### src/rtl/bscan_pkg.sv
package bscan_pkg;

    // Action taken by the scan stage on one test-clock edge
    typedef enum logic [1:0] {
        SCAN_KEEP    = 2'd0,
        SCAN_SAMPLE  = 2'd1,
        SCAN_SERIAL  = 2'd2
    } scan_op_e;

    function automatic scan_op_e decode_scan_op(input logic en, input logic ser);
        if (!en)
            return SCAN_KEEP;
        else if (ser)
            return SCAN_SERIAL;
        else
            return SCAN_SAMPLE;
    endfunction

endpackage

### src/rtl/bscan_scan_stage.sv
module bscan_scan_stage
    import bscan_pkg::*;
#(
    parameter int NUM_CELLS = 8
) (
    input  logic                 tck,
    input  logic                 trst_n,
    input  logic                 scan_en,
    input  logic                 shift_sel,
    input  logic                 scan_in,
    input  logic [NUM_CELLS-1:0] par_in,
    output logic [NUM_CELLS-1:0] cap_q,
    output logic                 scan_out
);
    localparam int LAST = NUM_CELLS - 1;

    typedef struct packed {
        logic [NUM_CELLS-1:0] cells;
    } scan_state_t;

    scan_state_t st_d, st_q;
    logic [NUM_CELLS-1:0] ser_src;
    scan_op_e op;

    // Fixed serial path: each cell is fed by its lower neighbour
    for (genvar i = 0; i < NUM_CELLS; i++) begin : g_ser
        if (i == 0) begin : g_head
            assign ser_src[i] = scan_in;
        end else begin : g_link
            assign ser_src[i] = st_q.cells[i-1];
        end
    end

    always_comb begin
        st_d = st_q;
        op   = decode_scan_op(scan_en, shift_sel);
        unique case (op)
            SCAN_SAMPLE: st_d.cells = par_in;
            SCAN_SERIAL: st_d.cells = ser_src;
            default:     st_d.cells = st_q.cells;
        endcase
    end

    always_ff @(posedge tck or negedge trst_n) begin
        if (!trst_n)
            st_q <= '0;
        else
            st_q <= st_d;
    end

    assign cap_q    = st_q.cells;
    assign scan_out = st_q.cells[LAST];

endmodule

### src/rtl/bscan_hold_stage.sv
module bscan_hold_stage #(
    parameter int NUM_CELLS = 8
) (
    input  logic                 tck,
    input  logic                 trst_n,
    input  logic                 upd_en,
    input  logic [NUM_CELLS-1:0] cap_q,
    output logic [NUM_CELLS-1:0] upd_q
);
    typedef struct packed {
        logic [NUM_CELLS-1:0] held;
    } hold_state_t;

    hold_state_t st_d, st_q;

    always_comb begin
        st_d = st_q;
        if (upd_en)
            st_d.held = cap_q;
    end

    always_ff @(posedge tck or negedge trst_n) begin
        if (!trst_n)
            st_q <= '0;
        else
            st_q <= st_d;
    end

    assign upd_q = st_q.held;

endmodule

### src/rtl/bscan_out_select.sv
module bscan_out_select #(
    parameter int NUM_CELLS = 8
) (
    input  logic                 out_sel,
    input  logic [NUM_CELLS-1:0] par_in,
    input  logic [NUM_CELLS-1:0] upd_q,
    output logic [NUM_CELLS-1:0] par_out
);
    // One output multiplexer per cell, purely combinational
    for (genvar i = 0; i < NUM_CELLS; i++) begin : g_cell_mux
        always_comb begin
            par_out[i] = out_sel ? upd_q[i] : par_in[i];
        end
    end

endmodule

### src/rtl/bscan_chain.sv
module bscan_chain #(
    parameter int NUM_CELLS = 8
) (
    input  logic                 tck,
    input  logic                 trst_n,
    input  logic                 scan_en,
    input  logic                 shift_sel,
    input  logic                 upd_en,
    input  logic                 out_sel,
    input  logic                 scan_in,
    input  logic [NUM_CELLS-1:0] par_in,
    output logic [NUM_CELLS-1:0] par_out,
    output logic                 scan_out
);
    logic [NUM_CELLS-1:0] cap_q;
    logic [NUM_CELLS-1:0] upd_q;

    bscan_scan_stage #(.NUM_CELLS(NUM_CELLS)) u_scan (
        .tck       (tck),
        .trst_n    (trst_n),
        .scan_en   (scan_en),
        .shift_sel (shift_sel),
        .scan_in   (scan_in),
        .par_in    (par_in),
        .cap_q     (cap_q),
        .scan_out  (scan_out)
    );

    bscan_hold_stage #(.NUM_CELLS(NUM_CELLS)) u_hold (
        .tck    (tck),
        .trst_n (trst_n),
        .upd_en (upd_en),
        .cap_q  (cap_q),
        .upd_q  (upd_q)
    );

    bscan_out_select #(.NUM_CELLS(NUM_CELLS)) u_osel (
        .out_sel (out_sel),
        .par_in  (par_in),
        .upd_q   (upd_q),
        .par_out (par_out)
    );

endmodule

### config.mk
export PLATFORM = sky130hd
export DESIGN_NAME = bscan_chain
export DESIGN_NICKNAME = d
export VERILOG_FILES = /design/src/rtl/bscan_pkg.sv /design/src/rtl/bscan_scan_stage.sv /design/src/rtl/bscan_hold_stage.sv /design/src/rtl/bscan_out_select.sv /design/src/rtl/bscan_chain.sv
export SDC_FILE = /design/constraint.sdc
export NUM_CORES = 1
export LEC_CHECK = 0
export BUFFER_PORTS_ARGS = -buffer_cell sky130_fd_sc_hd__buf_2
export CAP_MARGIN = 10
export CORE_UTILIZATION = 40
export CTS_BUF_LIST = sky130_fd_sc_hd__clkbuf_4 sky130_fd_sc_hd__clkbuf_8
export CTS_CLUSTER_SIZE = 20
export DETAILED_ROUTE_END_ITERATION = 10
export GPL_ROUTABILITY_DRIVEN = 0
export GPL_TIMING_DRIVEN = 1
export PLACE_DENSITY_LB_ADDON = 0.3
export SLEW_MARGIN = 30
export SYNTH_ARGS = -nofsm -noshare
export SYNTH_HDL_FRONTEND = slang
export SYNTH_HIERARCHICAL = 1
export SYNTH_SLANG_ARGS = --single-unit
### constraint.sdc
create_clock -name tck -period 0.8 [get_ports tck]
set_input_delay 0.04 -clock tck [delete_from_list [all_inputs] [get_ports tck]]
set_output_delay 0.04 -clock tck [all_outputs]
set_load 0.1 [all_outputs]
After elaboration in Yosys (flattened, before gate mapping)
Index checks and enable logic that the tools add are counted.
{"block": "word_totals", "register_bits": 16, "latch_bits": 0, "ram_bits": 0, "romBits": 0, "inputBits": 15, "wordCells": 16, "mem_count": 0}
{"block": "classes", "add_sub_neg": 0, "n_mul": 0, "div_mod_pow": 0, "order_cmp": 0, "n_eq_ne": 2, "n_shift": 0, "n_mux": 11, "bitwise_logic": 0, "n_reduce_logical": 1}
{"operator": "one-hot mux 8 bit (2 select lines)", "n": 1}
{"operator": "2-to-1 mux 1 bit", "n": 8}
{"operator": "2-to-1 mux 2 bit", "n": 2}
{"operator": "equality test 2 x 1 -> 1 bit (second input constant)", "n": 1}
{"operator": "equality test 2 bit (second input constant)", "n": 1}
{"operator": "nonzero test 2 bit", "n": 1}

Depth between registers and ports, before layout
Gate-level depths: netlist of the first run.
{"block": "logic_depth", "depth_word": 4, "depth_mapped": 4, "mapped_depth_nobuf": 2}

Modules after synthesis
The synthesis of the first run kept the hierarchy.
{"mod": "bscan_scan_stage", "instances": 1, "cells_each": 36, "area_each_um2": 391.6, "seq_area_each_um2": 200.2}
{"mod": "bscan_hold_stage", "instances": 1, "cells_each": 17, "area_each_um2": 331.6, "seq_area_each_um2": 200.2}
{"mod": "bscan_out_select", "instances": 1, "cells_each": 9, "area_each_um2": 131.4, "seq_area_each_um2": 0.0}

Least setup slack after synthesis of the first run
OpenSTA, ideal clock, no wires.
{"block": "synth_path", "kind": "reg2reg", "startpoint": "register u_scan.st_q, in the netlist u_scan/cap_q[7]", "endpoint": "register u_hold.st_q, in the netlist u_hold/upd_q[7]", "setup_time_ns": 0.125, "t_arrival_ns": 1.253, "t_required_ns": 0.675, "setup_slack_ns": -0.578, "path_stages_with_launch": 3, "n_path_buf": 1, "path_cell_list": "dfrtp_1 -> buf_4 -> mux2_4"}
{"element": "start, declared", "line": "bscan_scan_stage.sv:21", "rtl": "scan_state_t st_d, st_q;"}
{"element": "start signal, assigned", "line": "bscan_scan_stage.sv:48", "rtl": "st_q <= st_d;"}
{"element": "end signal, assigned", "line": "bscan_hold_stage.sv:26", "rtl": "st_q <= st_d;"}
{"element": "end, declared", "line": "bscan_hold_stage.sv:14", "rtl": "hold_state_t st_d, st_q;"}
No word-level cell between the ends.

Final worst setup path of the first run
{"block": "layout_path", "startpoint": "register u_hold.st_q, in the netlist u_hold/upd_q[6]", "endpoint": "output port par_out[6]"}
{"block": "layout_via", "elab_chain_cells": 1}
{"element": "2-to-1 mux 1 bit", "line": "bscan_out_select.sv:12", "rtl": "par_out[i] = out_sel ? upd_q[i] : par_in[i];"}
{"element": "end, declared", "line": "bscan_chain.sv:12", "rtl": "output logic [NUM_CELLS-1:0] par_out,"}
Every way passes these cells.

==> results.cfg, run 1 <==
[status]
outcome = complete, but fails checks
violations = negative setup slack

[timing]
clock.fmax_mhz = 842.3
finalCritPeriodShare_pct = 148.4
setup_tns_ps = -4218
worst_pin_slew_ps = 351.2
setup_violations = 18
relSlewSlack_pct = 76.58
fin_crit_ps = 1187
setup_slack_ps = -387.3
hold_viol_final = 0
drv_slew = 0
grt_setup_unrepaired = yes
clock_skew_ps = 1.065

[layout]
final_util_pct = 63.45
mostFrequentLayoutCells = 16 x mux2_4, 15 x dfrtp_1, 14 x buf_2, 10 x buf_12
final_cell_area_mm2 = 0.001257
antenna_cells = 0
drive_above_1_share_pct = 62.11
nets = 111
area_growth_pct = 47.15
fill_cells = 159
fin_cells = 122
final_common_cell = mux2_4

[yosys]
mappedNetlistNets = 77
synth_cell_types = 8
synth_seq_area_share_pct = 46.85
syn_area_per_cell_um2 = 13.78
yosys_warnings = 6
netlist_area_um2 = 854.6
synth_seq_cells = 16
syn-instance-count = 62

[power]
pwr-share-comb_pct = 45.7
seqPwrFrac_pct = 35.2
p_sw_w = 0.001067
internal_power_w = 0.001835
cellLeakagePower_nw = 0.6086
power_density_mw_per_mm2 = 2307
power_frac_clock_pct = 19.1
vdd_drop_max_mv = 1.547
p_sw_share_pct = 36.76

[clock_network]
clkSlewWorstSetupHoldPaths_ps = 100
clk-insertion-delay-late_ps = 300
cts_made_buffers = 3
root_buffer = clkbuf_4
htree_levels = 1
cts_max_path_buffers = 2
cts_tree = done
cts.sinks = 16

[routing]
drt_iter0_drc = 3
viasPerCell = 4.582
post_drt_wl_per_cell_um = 13.61
vias = 559
ant_nets = 0
first_pass_iters = 3
wl_um = 1660
route.detailed.drc = 0

[critical_path]
worstSetupPathType = reg2out
r2r_start = u_hold/upd_q[0]
r2r_cells = 3
cp.arrival_ps = 1150
rrSetupSlack_ps = -210
crit_required_ps = 760
r2r_end = u_hold/upd_q[0]
critPathCaptureType = output port
cp-start-kind = flip-flop
worstPathMaxFanout = 2
crit_chain = mux2_4, buf_12
cpPeakStageDelay_ps = 400
cp_slowest_cell = dfrtp_1

[die]
die_x_um = 48.22
boundaryPins = 24
initial_core_util_pct = 43.12
rows = 16
die_area_mm2 = 0.002325
die_h_um = 48.22
core_mm2 = 0.001982

[placement]
port_buffers = 23
place_area_mm2 = 0.001110
post-dp-hpwl_um = 1071
post-place-ws_ps = -45.05
dp.cells = 108

[global_routing]
grt_use_total_pct = 15.82
antenna_found_initial = 0
grt-ovfl-total = 0
grt_pass1_wl_um = 2415
grt_pass1_vias = 520
grt_max_degree = 17

[min_path]
hold_depth = 3
holdCritStartpoint = scan_in
min_to = u_scan/cap_q[0]
min_path_type = in2reg

[job]
maxCapViolCount = 0
[worst max-delay path by stage]
| stage | to | slack, ps | start |
|---|---|---|---|
| after global placement | par_out[7] | -40 | u_hold/upd_q[7] |
| final | par_out[6] | -390 | u_hold/upd_q[6] |
| after detailed placement | par_out[4] | -50 | u_hold/upd_q[4] |
| after CTS | par_out[0] | -390 | u_hold/upd_q[0] |
| after global routing | par_out[2] | -420 | u_hold/upd_q[2] |
| after floorplan | u_hold/upd_q[7] | -330 | u_scan/cap_q[7] |
[critical path: cells and delay by family, from the launching register on]
kind / cells / cell delay (ps)
buffers and inverters: 1 / 170
DFF: 1 / 400
muxes: 1 / 280
[stage by stage]
| stage | hold WS (ps) | total power [W] |
|---|---|---|
| after CTS | 46.21 | 0.002873 |
| after floorplan | -255.6 | 0.001829 |
| after global routing | 64.12 | 0.003016 |
| final | 47.91 | 0.002902 |
| after global placement | -27.67 | 0.002186 |
| after detailed placement | -29.39 | 0.002203 |
[flip-flops by register name, indices dropped and copies added (netlist names)]
name / cells
u_scan/cap_q: 8
u_hold/upd_q: 8
[power by group through the flow]
stage / logic, W / clock network (W) / registers (W)
6_report: 0.00132 / 0.000556 / 0.00102
5_1_grt: 0.00138 / 0.000597 / 0.00103
2_1_floorplan: 0.000773 / 0 / 0.00106
3_5_place_dp: 0.00117 / 0 / 0.00103
3_3_place_gp: 0.00116 / 0 / 0.00102
4_1_cts: 0.00129 / 0.000569 / 0.00101
[cells in the mapped netlist, drive strengths merged]
master / n / area [µm²]
dfrtp: 16 / 400.4
mux2: 16 / 240.2
buf: 6 / 60.05
mux2i: 8 / 80.08
a21oi: 8 / 43.79
nor2: 8 / 30.03
[timing repair]
action / CTS / global route
pin swaps: 0 / 0
gates cloned: 0 / 0
hold endpoints to repair: 16 / 0
gates resized for setup: 3 / 6
hold buffers: 1 / 0
setup endpoints to repair: 10 / 18
setup buffers: 8 / 4
[per-layer routing]
metal | track usage [%] | up-vias | part of all wire [%]
met1 | 21.35 | 261 | 46
met5 | 0 | - | 0
li1 | - | 277 | -
met3 | 5.556 | 3 | 5.2
met2 | 23.73 | 18 | 48
met4 | 5.000 | 0 | 0.96
[area by class of cell]
class / instances / area [µm²] / area share (%)
Multi-Input combinational cell: 40 / 409.1 / 32.54
Tap cell: 27 / 33.78 / 2.687
Clock buffer: 4 / 36.28 / 2.886
Timing Repair Buffer: 35 / 374.1 / 29.75
Sequential cell: 16 / 404.1 / 32.14
[kinds of logic (layout without fill, tap and decap cells)]
group | after synthesis | after routing | synth area share (%)
buffers and inverters | 6 | 39 | 7.027
multiplexers | 24 | 24 | 37.48
AO/OA/AOI/OAI | 8 | 8 | 5.124
flip-flops | 16 | 16 | 46.85
AND/OR/NAND/NOR | 8 | 8 | 3.514
No activity file was read; power rests on OpenSTA's default activity.
==> run 2: changes to the inputs <==
--- a/config.mk
+++ b/config.mk
@@ -7,7 +7,7 @@
 export LEC_CHECK = 0
 export BUFFER_PORTS_ARGS = -buffer_cell sky130_fd_sc_hd__buf_2
 export CAP_MARGIN = 10
-export CORE_UTILIZATION = 40
+export CORE_UTILIZATION = 34
 export CTS_BUF_LIST = sky130_fd_sc_hd__clkbuf_4 sky130_fd_sc_hd__clkbuf_8
 export CTS_CLUSTER_SIZE = 20
 export DETAILED_ROUTE_END_ITERATION = 10
==> run 2 against run 1 <==
Critical path type unchanged. The run still ends with negative setup slack left. Die area is 17% higher. Sequential share of layout area is 0.59 points higher. Clock skew is 3.9 ps higher. Sequential power hardly changed. Register-to-register slack better by 40 ps. Utilization is 9.7 points lower. Total power is 2.1% lower. Highest routed layer unchanged. Critical path depth stayed put. Flip-flop and latch count stayed put. Setup slack better by 14 ps. Maximum frequency is 1.2% higher.
==> results.cfg, run 2 (synthesis results as in run 1) <==
[timing]
finalCritPeriodShare_pct = 146.6
relSlewSlack_pct = 75.22
setup_tns_ps = -3899
worst_pin_slew_ps = 371.7
setup_violations = 17
hold_viol_final = 0
clock_skew_ps = 5.009
fin_crit_ps = 1173
drv_slew = 0
grt_setup_unrepaired = yes
clock.fmax_mhz = 852.5
setup_slack_ps = -373.0

[clock_network]
cts.sinks = 16
cts_max_path_buffers = 2
clk-insertion-delay-late_ps = 280
root_buffer = clkbuf_4
cts_tree = done
htree_levels = 1
clkSlewWorstSetupHoldPaths_ps = 100
cts_made_buffers = 3

[critical_path]
cpPeakStageDelay_ps = 400
cp_slowest_cell = dfrtp_1
crit_chain = mux2_4, buf_12
worstSetupPathType = reg2out
critPathCaptureType = output port
worstPathMaxFanout = 2
r2r_start = u_scan/cap_q[7]
crit_required_ps = 760
cp.arrival_ps = 1130
cp-start-kind = flip-flop
startpoint = u_hold/upd_q[0]

[routing]
post_drt_wl_per_cell_um = 13.43
drt_iter0_drc = 10
route.detailed.drc = 0
ant_nets = 0
viasPerCell = 4.828
wl_um = 1638
first_pass_iters = 4
vias = 589

[global_routing]
grtUsageMet1_pct = 17.77
grt.busiest_layer = met2
grtUsageMet3_pct = 1.754
antenna_found_initial = 0
grt.met2_usage_pct = 23.08
grt_use_total_pct = 14.08
grt_pass1_vias = 599
grt_pass1_wl_um = 2704
grt_max_degree = 17
grt-ovfl-total = 0

[die]
die_h_um = 52.14
core_mm2 = 0.002297
die_x_um = 52.14
rows = 17
die_area_mm2 = 0.002718
initial_core_util_pct = 37.20
boundaryPins = 24

[layout]
final_common_cell = mux2_4
nets = 110
final_util_pct = 53.76
drive_above_1_share_pct = 59.57
antenna_cells = 0
area_growth_pct = 44.51
mostFrequentLayoutCells = 16 x mux2_4, 15 x dfrtp_1, 14 x buf_2, 10 x buf_12, 8 x mux2i_1
fin_cells = 122

[power]
power_density_mw_per_mm2 = 2299
vdd_drop_max_mv = 1.203
cellLeakagePower_nw = 0.6032

[min_path]
holdCritStartpoint = par_in[1]
min_path_type = in2reg

[status]
violations = negative setup slack
outcome = complete, but fails checks

[placement]
port_buffers = 23
dp.cells = 109
post-place-ws_ps = -54.70

[job]
maxCapViolCount = 0
==> run 2: where the power goes <==
part	leakage (nW)	switching (W)	internal (W)
clock network	0.0210	0.000251	0.000277
registers	0.175	0.0000862	0.000933
logic	0.407	0.000689	0.000604
total	0.603	0.00103	0.00181
==> run 2: final cells by class <==
type / count / area [µm²]
clock buffer: 4 / 36.28
fill: 205 / 1062
multi-input combinational: 40 / 396.6
sequential: 16 / 404.1
tap: 28 / 35.03
timing repair buffer: 34 / 362.8
==> run 2: routing by layer <==
layer	up-vias	routed length (µm)
met3	2	72
met1	291	758
met5	-	0
met2	17	787
met4	0	19
li1	279	-
==> run 2: worst paths after layout <==
check / to / slack [ps] / cells after the start
min in group asynchronous: u_hold/upd_q[5] / 190 / 2
max in group asynchronous: u_scan/cap_q[7] / 310 / 2
worst max register to register: u_hold/upd_q[7] / -170 / 2
worst min register to register: u_hold/upd_q[3] / 530 / 1
worst max-delay path: par_out[0] / -370 / 2
worst min-delay path: u_scan/cap_q[1] / 60 / 3
==> run 2: stage by stage <==
stage               power, W  hold slack [ps]  area, µm²
finish              0.002840            60.98       1235
detailed placement  0.002205           -20.15       1111
global route        0.002957            95.54       1235
CTS                 0.002823            65.07       1210
global placement    0.002188           -25.47       1111
floorplan           0.001829           -255.6      862.1
==> run 2: what timing repair did <==
action	CTS	global route
pin swaps	0	3
setup endpoints to repair	10	18
hold endpoints to repair	16	0
setup buffers	6	4
hold buffers	1	0
resized for setup	2	4
==> run 2: worst max-delay path: cells and delay by family (launching register included) <==
| family | cells | cell delay, ps |
|---|---|---|
| flip-flops | 1 | 400 |
| multiplexers | 1 | 280 |
| buffers and inverters | 1 | 170 |
